$ cat src/rtl/xbar_pkg.sv
// Shared definitions for the bank crossbar.
// Assumes addresses no wider than 64 bits.
package xbar_pkg;

    typedef enum logic [0:0] {
        MAP_LOW  = 1'b0,   // bank field at a fixed low offset
        MAP_HIGH = 1'b1    // bank field in the top address bits
    } map_e;

    // Extract the bank field from an address under the chosen mapping.
    function automatic int unsigned bank_field(input logic [63:0] addr,
                                               input int aw, input int bw,
                                               input int lsb, input map_e mode);
        int pos;
        logic [63:0] sh;
        pos = (mode == MAP_HIGH) ? (aw - bw) : lsb;
        sh  = (addr >> pos) & ((64'd1 << bw) - 64'd1);
        return int'(sh[31:0]);
    endfunction

endpackage

$ cat src/rtl/xbar_bank_decode.sv
// Per-port bank index decoder.
// Assumes the bank field lies fully inside the address.
module xbar_bank_decode #(
    parameter int              NP       = 3,
    parameter int              AW       = 16,
    parameter int              BANK_W   = 2,
    parameter int              BANK_LSB = 4,
    parameter xbar_pkg::map_e  MAP      = xbar_pkg::MAP_LOW
) (
    input  logic [NP*AW-1:0]     addr,
    output logic [NP*BANK_W-1:0] bank_idx
);
    // One decoder per port.
    for (genvar p = 0; p < NP; p++) begin : g_port
        assign bank_idx[p*BANK_W +: BANK_W] =
            BANK_W'(xbar_pkg::bank_field(64'(addr[p*AW +: AW]), AW, BANK_W, BANK_LSB, MAP));
    end
endmodule

$ cat src/rtl/xbar_rr_arb.sv
// Round-robin arbiter for one bank with a freeze input.
// Assumes elig is already filtered for bank match and cross-bank locks.
module xbar_rr_arb #(
    parameter int NP    = 3,
    parameter int IDX_W = (NP > 1) ? $clog2(NP) : 1
) (
    input  logic             clk,
    input  logic             rst_n,
    input  logic [NP-1:0]    elig,
    input  logic             lock,
    output logic [IDX_W-1:0] grant,
    output logic             active
);
    logic [IDX_W-1:0] nxt;

    // Search eligible ports starting after the current grant.
    always_comb begin
        logic found;
        found = 1'b0;
        nxt   = grant;
        for (int k = 1; k <= NP; k++) begin
            if (!found && elig[(int'(grant) + k) % NP]) begin
                nxt   = IDX_W'((int'(grant) + k) % NP);
                found = 1'b1;
            end
        end
    end

    // Hold the grant under lock, otherwise rotate.
    always_ff @(posedge clk) begin
        if (!rst_n)     grant <= '0;
        else if (!lock) grant <= nxt;
    end

    // The granted port is currently eligible.
    assign active = elig[grant];
endmodule

$ cat src/rtl/xbar_ack_delay.sv
// Fixed-latency shift line for per-port acknowledgement pulses.
// The one-hot port vector carries the destination index along with the pulse.
module xbar_ack_delay #(
    parameter int W   = 3,
    parameter int LAT = 2
) (
    input  logic         clk,
    input  logic         rst_n,
    input  logic [W-1:0] din,
    output logic [W-1:0] dout
);
    if (LAT == 0) begin : g_wire
        assign dout = din;
    end else begin : g_pipe
        logic [W-1:0] st [LAT];
        // Shift the pulse vector one stage per clock.
        always_ff @(posedge clk) begin
            if (!rst_n) begin
                for (int k = 0; k < LAT; k++) st[k] <= '0;
            end else begin
                st[0] <= din;
                for (int k = 1; k < LAT; k++) st[k] <= st[k-1];
            end
        end
        assign dout = st[LAT-1];
    end
endmodule

$ cat src/rtl/bank_lock_xbar.sv
// Crossbar from NP ports to NB bank machines.
// One round-robin arbiter per bank. A bank's lock freezes its arbiter and
// hides its granted port from every other bank. Acknowledgements are routed
// to the granting port after fixed delays.
module bank_lock_xbar #(
    parameter int              NP       = 3,
    parameter int              NB       = 4,
    parameter int              AW       = 16,
    parameter int              BANK_LSB = 4,
    parameter xbar_pkg::map_e  MAP      = xbar_pkg::MAP_LOW,
    parameter int              WR_LAT   = 2,
    parameter int              RD_LAT   = 3
) (
    input  logic             clk,
    input  logic             rst_n,
    input  logic [NP-1:0]    p_valid,
    input  logic [NP-1:0]    p_we,
    input  logic [NP*AW-1:0] p_addr,
    output logic [NP-1:0]    p_ready,
    output logic [NP-1:0]    p_wr_ack,
    output logic [NP-1:0]    p_rd_ack,
    output logic [NB-1:0]    b_valid,
    output logic [NB-1:0]    b_we,
    output logic [NB*AW-1:0] b_addr,
    input  logic [NB-1:0]    b_ready,
    input  logic [NB-1:0]    b_lock,
    input  logic [NB-1:0]    b_wr_ack,
    input  logic [NB-1:0]    b_rd_ack
);
    localparam int BANK_W = (NB > 1) ? $clog2(NB) : 1;
    localparam int IDX_W  = (NP > 1) ? $clog2(NP) : 1;

    logic [NP*BANK_W-1:0]       bank_idx;
    logic [NB-1:0][NP-1:0]      elig;
    logic [NB-1:0][NP-1:0]      held;
    logic [NB-1:0][IDX_W-1:0]   grant;
    logic [NB*IDX_W-1:0]        grant_all;
    logic [NP-1:0]              wr_vec, rd_vec;

    xbar_bank_decode #(
        .NP(NP), .AW(AW), .BANK_W(BANK_W), .BANK_LSB(BANK_LSB), .MAP(MAP)
    ) u_dec (
        .addr(p_addr), .bank_idx(bank_idx)
    );

    // Ports pinned by a locked bank.
    always_comb begin
        for (int b = 0; b < NB; b++)
            for (int p = 0; p < NP; p++)
                held[b][p] = b_lock[b] && (int'(grant[b]) == p);
    end

    // Eligibility: valid, bank match, not pinned by another bank.
    always_comb begin
        for (int b = 0; b < NB; b++) begin
            for (int p = 0; p < NP; p++) begin
                logic pinned;
                pinned = 1'b0;
                for (int c = 0; c < NB; c++)
                    if (c != b && held[c][p]) pinned = 1'b1;
                elig[b][p] = p_valid[p] && !pinned &&
                             (int'(bank_idx[p*BANK_W +: BANK_W]) == b);
            end
        end
    end

    // One arbiter and command mux per bank.
    for (genvar b = 0; b < NB; b++) begin : g_bank
        xbar_rr_arb #(.NP(NP), .IDX_W(IDX_W)) u_arb (
            .clk(clk), .rst_n(rst_n), .elig(elig[b]), .lock(b_lock[b]),
            .grant(grant[b]), .active(b_valid[b])
        );
        assign b_we[b]              = p_we[grant[b]];
        assign b_addr[b*AW +: AW]   = p_addr[int'(grant[b])*AW +: AW];
        assign grant_all[b*IDX_W +: IDX_W] = grant[b];
    end

    // Port ready comes from the bank carrying its command.
    always_comb begin
        p_ready = '0;
        for (int b = 0; b < NB; b++)
            for (int p = 0; p < NP; p++)
                if (b_valid[b] && int'(grant[b]) == p && b_ready[b]) p_ready[p] = 1'b1;
    end

    // Turn bank ack pulses into per-port one-hot vectors.
    always_comb begin
        wr_vec = '0;
        rd_vec = '0;
        for (int b = 0; b < NB; b++)
            for (int p = 0; p < NP; p++) begin
                if (b_wr_ack[b] && int'(grant[b]) == p) wr_vec[p] = 1'b1;
                if (b_rd_ack[b] && int'(grant[b]) == p) rd_vec[p] = 1'b1;
            end
    end

    xbar_ack_delay #(.W(NP), .LAT(WR_LAT)) u_wr_dly (
        .clk(clk), .rst_n(rst_n), .din(wr_vec), .dout(p_wr_ack)
    );
    xbar_ack_delay #(.W(NP), .LAT(RD_LAT)) u_rd_dly (
        .clk(clk), .rst_n(rst_n), .din(rd_vec), .dout(p_rd_ack)
    );
endmodule

$ cat config.mk
export PLATFORM = sky130hd
export DESIGN_NAME = bank_lock_xbar
export DESIGN_NICKNAME = d
export VERILOG_FILES = /design/src/rtl/xbar_pkg.sv /design/src/rtl/xbar_bank_decode.sv /design/src/rtl/xbar_rr_arb.sv /design/src/rtl/xbar_ack_delay.sv /design/src/rtl/bank_lock_xbar.sv
export SDC_FILE = /design/constraint.sdc
export NUM_CORES = 1
export LEC_CHECK = 0
export ABC_AREA = 1
export ABC_CLOCK_PERIOD_IN_PS = 2200
export BUFFER_PORTS_ARGS = -buffer_cell sky130_fd_sc_hd__buf_2
export CAP_MARGIN = 5
export CORE_ASPECT_RATIO = 1.75
export CORE_MARGIN = 3
export CORE_UTILIZATION = 45
export CTS_CLUSTER_SIZE = 40
export DETAILED_ROUTE_END_ITERATION = 16
export GPL_TIMING_DRIVEN = 0
export HOLD_SLACK_MARGIN = 0.06
export PLACE_DENSITY_LB_ADDON = 0.25
export RECOVER_POWER = 25
export REMOVE_ABC_BUFFERS = 1
export SLEW_MARGIN = 25
export SYNTH_ARGS = -nofsm -noshare
export SYNTH_HDL_FRONTEND = slang
export SYNTH_SLANG_ARGS = --single-unit
$ cat constraint.sdc
create_clock -name clk -period 2.2 [get_ports clk]
set_clock_uncertainty 0.15 [all_clocks]
set_input_delay 0 -clock clk [delete_from_list [all_inputs] [get_ports clk]]
set_output_delay 0 -clock clk [all_outputs]
set_load 0.1 [all_outputs]
==> flow_summary.toml, run 1 <==
[global_route]
grt_pass1_wl_um = 25300
grt_max_degree = 41
antenna_found_initial = 0
grt_pass1_vias = 5354
track_usage_pct = 33.5
grt_overflow = 0

[synthesis]
synthTopCellsByCount = "o21ai_0 (146), nand2_1 (133), inv_1 (93)"
yosysMostFrequentCell = "o21ai_0"
ys_warn_count = 0
synth_area_leaders = "o21ai_0 (19%), nand2_1 (13%), dfxtp_1 (12%)"
netlist_area_um2 = 3790
synth_flop_cell = "dfxtp_1"
async_flop_share_pct = 0
yosysTopAreaCell = "o21ai_0"
synth_edf_count = 0
synth.distinct_cells = 25
ys_seq_area_share_pct = 12.1
syn_inst = 700
synth_top_area_share_pct = 19.3
syn-mean-instance-area_um2 = 5.42
synth-seq-cells = 23

[die]
pin_count = 153
fp.dieH_um = 127
coreArea_um2 = 8070
initial_utilization_pct = 47.0
num_rows = 43
die_area_um2 = 9610
die_w_um = 75.4

[critical_path]
critPathMaxFanout = 4
cp-start-kind = "register"
crit_type = "register to primary output"
cp_data_arrival_time_ps = 2230
startpoint = "g_bank[1].u_arb.grant[0]"
r2r-start = "g_bank[0].u_arb.grant[0]"
critPathCaptureType = "primary output"
worstPathRequired_ps = 2050

[pwr]
leakagePower_nw = 2.94
clkPwrFrac_pct = 4.3
combPwrFrac_pct = 89.5
p_sw_share_pct = 71.8
power_density_nw_per_um2 = 1700
p_sw_mw = 7.26
peakVddDrop_mv = 2.22
intPower_mw = 2.85
p_total_mw = 10.1
seq_power_share_pct = 6.2

[place]
dp_cells = 902
post-place-ws_ps = -1250
gp_congestion = 0.992
portBuffers = 152
dp_hpwl_um = 10900

[sta]
relSlewSlack_pct = 21.4
maxSlewViolCount = 0
whs_ps = 115
rsz0062_at_grt = "true"
fmax_mhz = 420
setup_violations = 5
worstMarginPinSlew_ps = 1180
fin_crit_sh_pct = 108
fin_crit_ps = 2380
finalHoldViolations = 0
finalWorstSetupSlack_ps = -182

[layout]
n_antenna_cell = 0
layout.cells.non_filler = 989
area_growth_syn_to_layout_pct = 57.0
fill_cells = 649
fin_nets = 992
drive_above_1_share_pct = 40.0
post-route-util_pct = 73.8

[clock_tree]
cts_buffers = 3
clk_pin_slew_ps = 80
clk_latency_ps = 270
cts_tree = "done"
cts.path.max_buffers = 2
htree_levels = 1
clkSinkCount = 23
clockRootBuffer = "clkbuf_16"

[drt]
routed_via_density = 5.98
wl_per_cell_um = 18.6
drc = 0
firstDrtPassIters = 5
num_vias = 5917
drt-total-wl_um = 18400
dr.first_iter.drc_count = 547
antenna_left = 0

[hold_path]
hold_start = "b_lock[2]"
worstHoldPathType = "input port to register"

[job]
max-cap-violations = 0

[outcome]
violations = "negative setup slack"
status = "finished, violations left"
-- cell type report --
class | instances | area, um2 | share of cell area, %
timing repair buffer | 228 | 1530 | 25.6
sequential | 23 | 490 | 8.23
tap | 90 | 113 | 1.89
clock buffer | 3 | 75.1 | 1.26
timing repair inverter | 7 | 56.3 | 0.945
clock inverter | 1 | 5.00 | 0.0840
inverter | 98 | 417 | 6.99
multi-input combinational | 539 | 3270 | 54.9
-- sequential cells by signal, summed over array words and instances (netlist names) --
signal	cells
g_bank.u_arb.grant	8
u_rd_dly.g_pipe.st	9
u_wr_dly.g_pipe.st	6
-- per-stage QoR --
step	setup TNS, ps	cell area (um2)
2_1_floorplan	-103940	3580
3_3_place_gp	-52220	4460
3_5_place_dp	-46500	4460
4_1_cts	-731	5290
5_1_grt	-1820	5960
6_report	-498	5960
-- metal layers --
metal	wire, um	up-vias	track usage (%)	share of wire, %
li1	-	2731	-	-
met1	6210	2655	34.7	34
met2	9460	411	61.2	51
met3	1620	120	4.41	8.8
met4	1110	0	18.7	6.0
met5	0	-	0	0
-- cells by family after synthesis --
kind of cell / count (synthesis) / synth area share [%]
flip-flops: 23 / 12.1
AO/OA/AOI/OAI: 245 / 33.1
adder cells (fa/ha/maj): 20 / 6.60
buffers and inverters: 138 / 15.2
AND/OR/NAND/NOR: 274 / 32.9
-- path summary, 6_finish.rpt --
| kind | slack, ps | depth (start not counted) | to |
|---|---|---|---|
| worst max-delay path | -180 | 12 | p_ready[2] |
| worst min-delay path | 110 | 6 | g_bank[2].u_arb.grant[1] |
| worst max register to register | 0 | 14 | g_bank[3].u_arb.grant[1] |
| worst min register to register | 250 | 2 | u_rd_dly.g_pipe.st[0][7] |
-- placed cells by master (no fill, tap or decap), drive strengths merged, types with 5 or more instances in the layout --
cell type	count
clkinvlp	9
buf	207
dlygate4sd3	12
inv	94
nand4	9
ha	20
a21oi	87
o21ai	151
nor2	42
nand2	142
clkbuf	12
dfxtp	23
o22ai	6
nand3b	5
nand3	76
-- power groups by stage --
stage	Sequential [mW]	Clock [mW]	Combinational (mW)
detailed placement	0.706	0	7.36
floorplan	0.724	0	6.07
global placement	0.703	0	7.34
CTS	0.615	0.423	8.22
finish	0.625	0.434	9.05
global route	0.633	0.461	9.44
-- worst max-delay path: stages (launching register included) --
cell,delay (ps)
dfxtp_4,390
clkinvlp_4,180
ha_4,220
nand2_4,80
nand3_2,90
inv_1,90
nand2_2,80
o21ai_2,150
nand2_2,90
nor2_4,140
nand2_1,110
nand4_1,150
buf_12,190
-- repair_timing --
item	in CTS	in global routing
endpoints found under the setup margin	87	60
gates cloned	4	3
buffers inserted	30	34
resized for setup	109	104
hold buffers	12	0
endpoints found under the hold margin	23	0
pin swaps	12	44
(Power assumes the default switching activity.)
==> run 2: changes to the inputs <==
BUFFER_PORTS_ARGS = unset   (was -buffer_cell sky130_fd_sc_hd__buf_2)
CORE_MARGIN = unset   (was 3)
CORE_UTILIZATION = 60   (was 45)
DONT_BUFFER_PORTS = 1   (was unset)
==> run 2 against run 1 <==
Against the previous run:
- the flow now stops in global routing (5_1_grt)
- area after synthesis unchanged
- synthesized cell count unchanged
==> flow_summary.toml, run 2 <==
[synthesis]
synthTopCellsByCount = "o21ai_0 (146), nand2_1 (133), inv_1 (93)"
async_flop_share_pct = 0
synth_edf_count = 0
ys_seq_area_share_pct = 12.1
synth_flop_cell = "dfxtp_1"
synth_top_area_share_pct = 19.3
ys_warn_count = 0
yosysTopAreaCell = "o21ai_0"
synth_area_leaders = "o21ai_0 (19%), nand2_1 (13%), dfxtp_1 (12%)"
netlist_area_um2 = 3790
synth-seq-cells = 23
synth.distinct_cells = 25
syn-mean-instance-area_um2 = 5.42
yosysMostFrequentCell = "o21ai_0"
syn_inst = 700

[place]
portBuffers = 0
dp_hpwl_um = 9730
gp_congestion = 0.970

[die]
die_w_um = 62.1
fp.dieH_um = 107
num_rows = 38
pin_count = 153
initial_utilization_pct = 61.9

[clock_tree]
clockRootBuffer = "clkbuf_8"
cts.path.max_buffers = 2
cts_buffers = 3
htree_levels = 1
clkSinkCount = 23

[outcome]
stop_stage = "global routing (5_1_grt)"
status = "aborted with a tool error"
firstError = "[ERROR GRT-0116] Global routing finished with congestion. Check the congestion regions in the DRC Viewer."

[global_route]
grt_pass1_wl_um = 38600
grt_overflow = 48
grt_pass1_vias = 7191
grt_max_degree = 21
track_usage_pct = 73.9
==> run 2: cell counts after synthesis <==
Identical to the previous run, type by type.
==> run 2: kinds of logic after synthesis <==
logic type                 share of synthesized area [%]
and+or+nand+nor                                     32.9
DFF                                                 12.1
AOI/OAI and AO/OA                                   33.1
adders and majority gates                           6.60
buffers and inverters                               15.2
==> run 2: stage by stage <==
stage                     cell area (um2)  std cells  util [%]  setup slack [ps]
after floorplan                      3580        660         -             -2740
after global placement               3680        740      60.1             -3560
after detailed placement             4130        746      67.3             -1230
after CTS                            5770        833      94.1              -203
==> run 2: layer usage <==
layer / global-route usage (%) / GRT overflow
met2: 98.4 / 26
met1: 67.0 / 0
met3: 50.3 / 2
met5: 10.8 / 0
met4: 88.9 / 20
==> run 2: what timing repair did <==
item / in CTS
hold buffers: 17
setup buffers: 60
setup endpoints to repair: 87
gates resized for setup: 187
gates cloned: 7
hold endpoints to repair: 23
pin swaps: 63
==> run 3: changes to the inputs <==
ABC_CLOCK_PERIOD_IN_PS = 2900   (was 2200)
CORE_ASPECT_RATIO = unset   (was 1.75)
CORE_UTILIZATION = 40   (was 60)
CTS_CLUSTER_SIZE = unset   (was 40)
HOLD_SLACK_MARGIN = unset   (was 0.06)
PLACE_DENSITY_LB_ADDON = 0.15   (was 0.25)
clock period = 2.9 ns   (was 2.2 ns; I/O delays follow)
==> run 3 against run 2 <==
Against the previous run:
- the run now ends clean
==> flow_summary.toml, run 3 (synthesis gave the netlist of run 1 again) <==
[outcome]
status = "finished, final reports clean"

[layout]
post-route-util_pct = 54.1
area_growth_syn_to_layout_pct = 31.2
drive_above_1_share_pct = 25.1
largest_register = "u_rd_dly.g_pipe.st"
largest_register_ffs = 9
fill_cells = 928
mostFrequentLayoutCells = "nand2_1 (128), inv_1 (88), a21oi_1 (85)"
fin_nets = 806
final_common_cell = "nand2_1"
biggestRegsByFlops = "u_rd_dly.g_pipe.st x9, g_bank.u_arb.grant x8, u_wr_dly.g_pipe.st x6"
n_antenna_cell = 0

[sta]
finalWorstSetupSlack_ps = 88.0
finalHoldViolations = 0
worstMarginPinSlew_ps = 1110
setup_violations = 0
maxSlewViolCount = 0
relSlewSlack_pct = 25.7
fmax_mhz = 356
fin_crit_ps = 2810
fin_crit_sh_pct = 97.0

[drt]
wl_per_cell_um = 18.6
drc = 0
drt-total-wl_um = 15300
firstDrtPassIters = 5
dr.first_iter.drc_count = 310
antenna_left = 0
routed_via_density = 5.98
num_vias = 4931

[die]
pin_count = 153
die_w_um = 99.4
die_area_um2 = 9880
num_rows = 35
fp.dieH_um = 99.4
coreArea_um2 = 9200
initial_utilization_pct = 41.3

[place]
portBuffers = 0
gp_congestion = 0.924
post-place-ws_ps = -519
dp_hpwl_um = 10200

[global_route]
grt_overflow = 0
grt_max_degree = 41
track_usage_pct = 29.0
antenna_found_initial = 0
grt_pass1_wl_um = 23000
grt_pass1_vias = 4580

[hold_path]
worstHoldPathType = "input port to register"

[critical_path]
cp-start-kind = "register"
worstPathRequired_ps = 2750
crit_type = "register to primary output"
critPathCaptureType = "primary output"
critPathMaxFanout = 40
cp_data_arrival_time_ps = 2660

[clock_tree]
clkSinkCount = 23
clockRootBuffer = "clkbuf_8"
cts_buffers = 3
clk_pin_slew_ps = 100
clk_latency_ps = 280
cts.path.max_buffers = 2
htree_levels = 1
cts_tree = "done"

[job]
max-cap-violations = 0
[run 3: final cells by class]
type,count,area [um2],share of cell area [%]
Timing Repair inverter,2,17.5,0.352
Timing Repair Buffer,47,492,9.88
Clock buffer,3,41.3,0.830
Multi-Input combinational cell,539,3380,68.0
Clock inverter,1,5.00,0.101
Tap cell,111,139,2.79
Sequential cell,23,490,9.86
Inverter,98,409,8.22
[run 3: final timing paths]
check	endpoint	depth (start not counted)	start	slack [ps]
worst max-delay path	p_ready[1]	11	g_bank[2].u_arb.grant[0]	90
worst min-delay path	g_bank[2].u_arb.grant[1]	6	p_addr[36]	30
worst max register to register	g_bank[0].u_arb.grant[0]	13	g_bank[1].u_arb.grant[1]	660
worst min register to register	u_rd_dly.g_pipe.st[0][3]	2	u_rd_dly.g_pipe.st[0][0]	270
[run 3: per-stage QoR]
stage	area (um2)	std cells	TNS [ps]	hold WS [ps]
final	4980	824	0	28.1
after global routing	4980	824	-1.65	52.3
after CTS	4810	811	0	10.2
after detailed placement	4350	776	-1840	-46.9
after global placement	3720	771	-119210	-48.8
after floorplan	3580	660	-51440	-56.5
[run 3: critical path: stages, from the launching register on]
cell and delay, ps:
dfxtp_4 400, inv_8 100, ha_4 220, nand2_1 140, nand2_2 90, inv_4 80
nand2_4 70, o21ai_4 610, buf_6 200, nand3_1 90, nand4_1 150, clkbuf_16 220
[run 3: timing repair]
action,4_1_cts,5_1_grt
gates cloned,0,2
setup buffers,16,11
resized for setup,42,27
hold buffers,15,0
endpoints found under the setup margin,62,3
hold endpoints to repair,23,0
pin swaps,5,7
[run 3: per-layer routing]
layer	global-route usage [%]	vias to the layer above	wire length, um
met4	13.1	0	550
met5	0	-	0
met3	5.27	50	1190
met1	33.6	2246	6060
li1	-	2367	-
met2	51.9	268	7500
Power of run 3 is left out: the tool's default activity adds up to more than one toggle a clock period on the data nets, which glitch-free logic cannot reach.
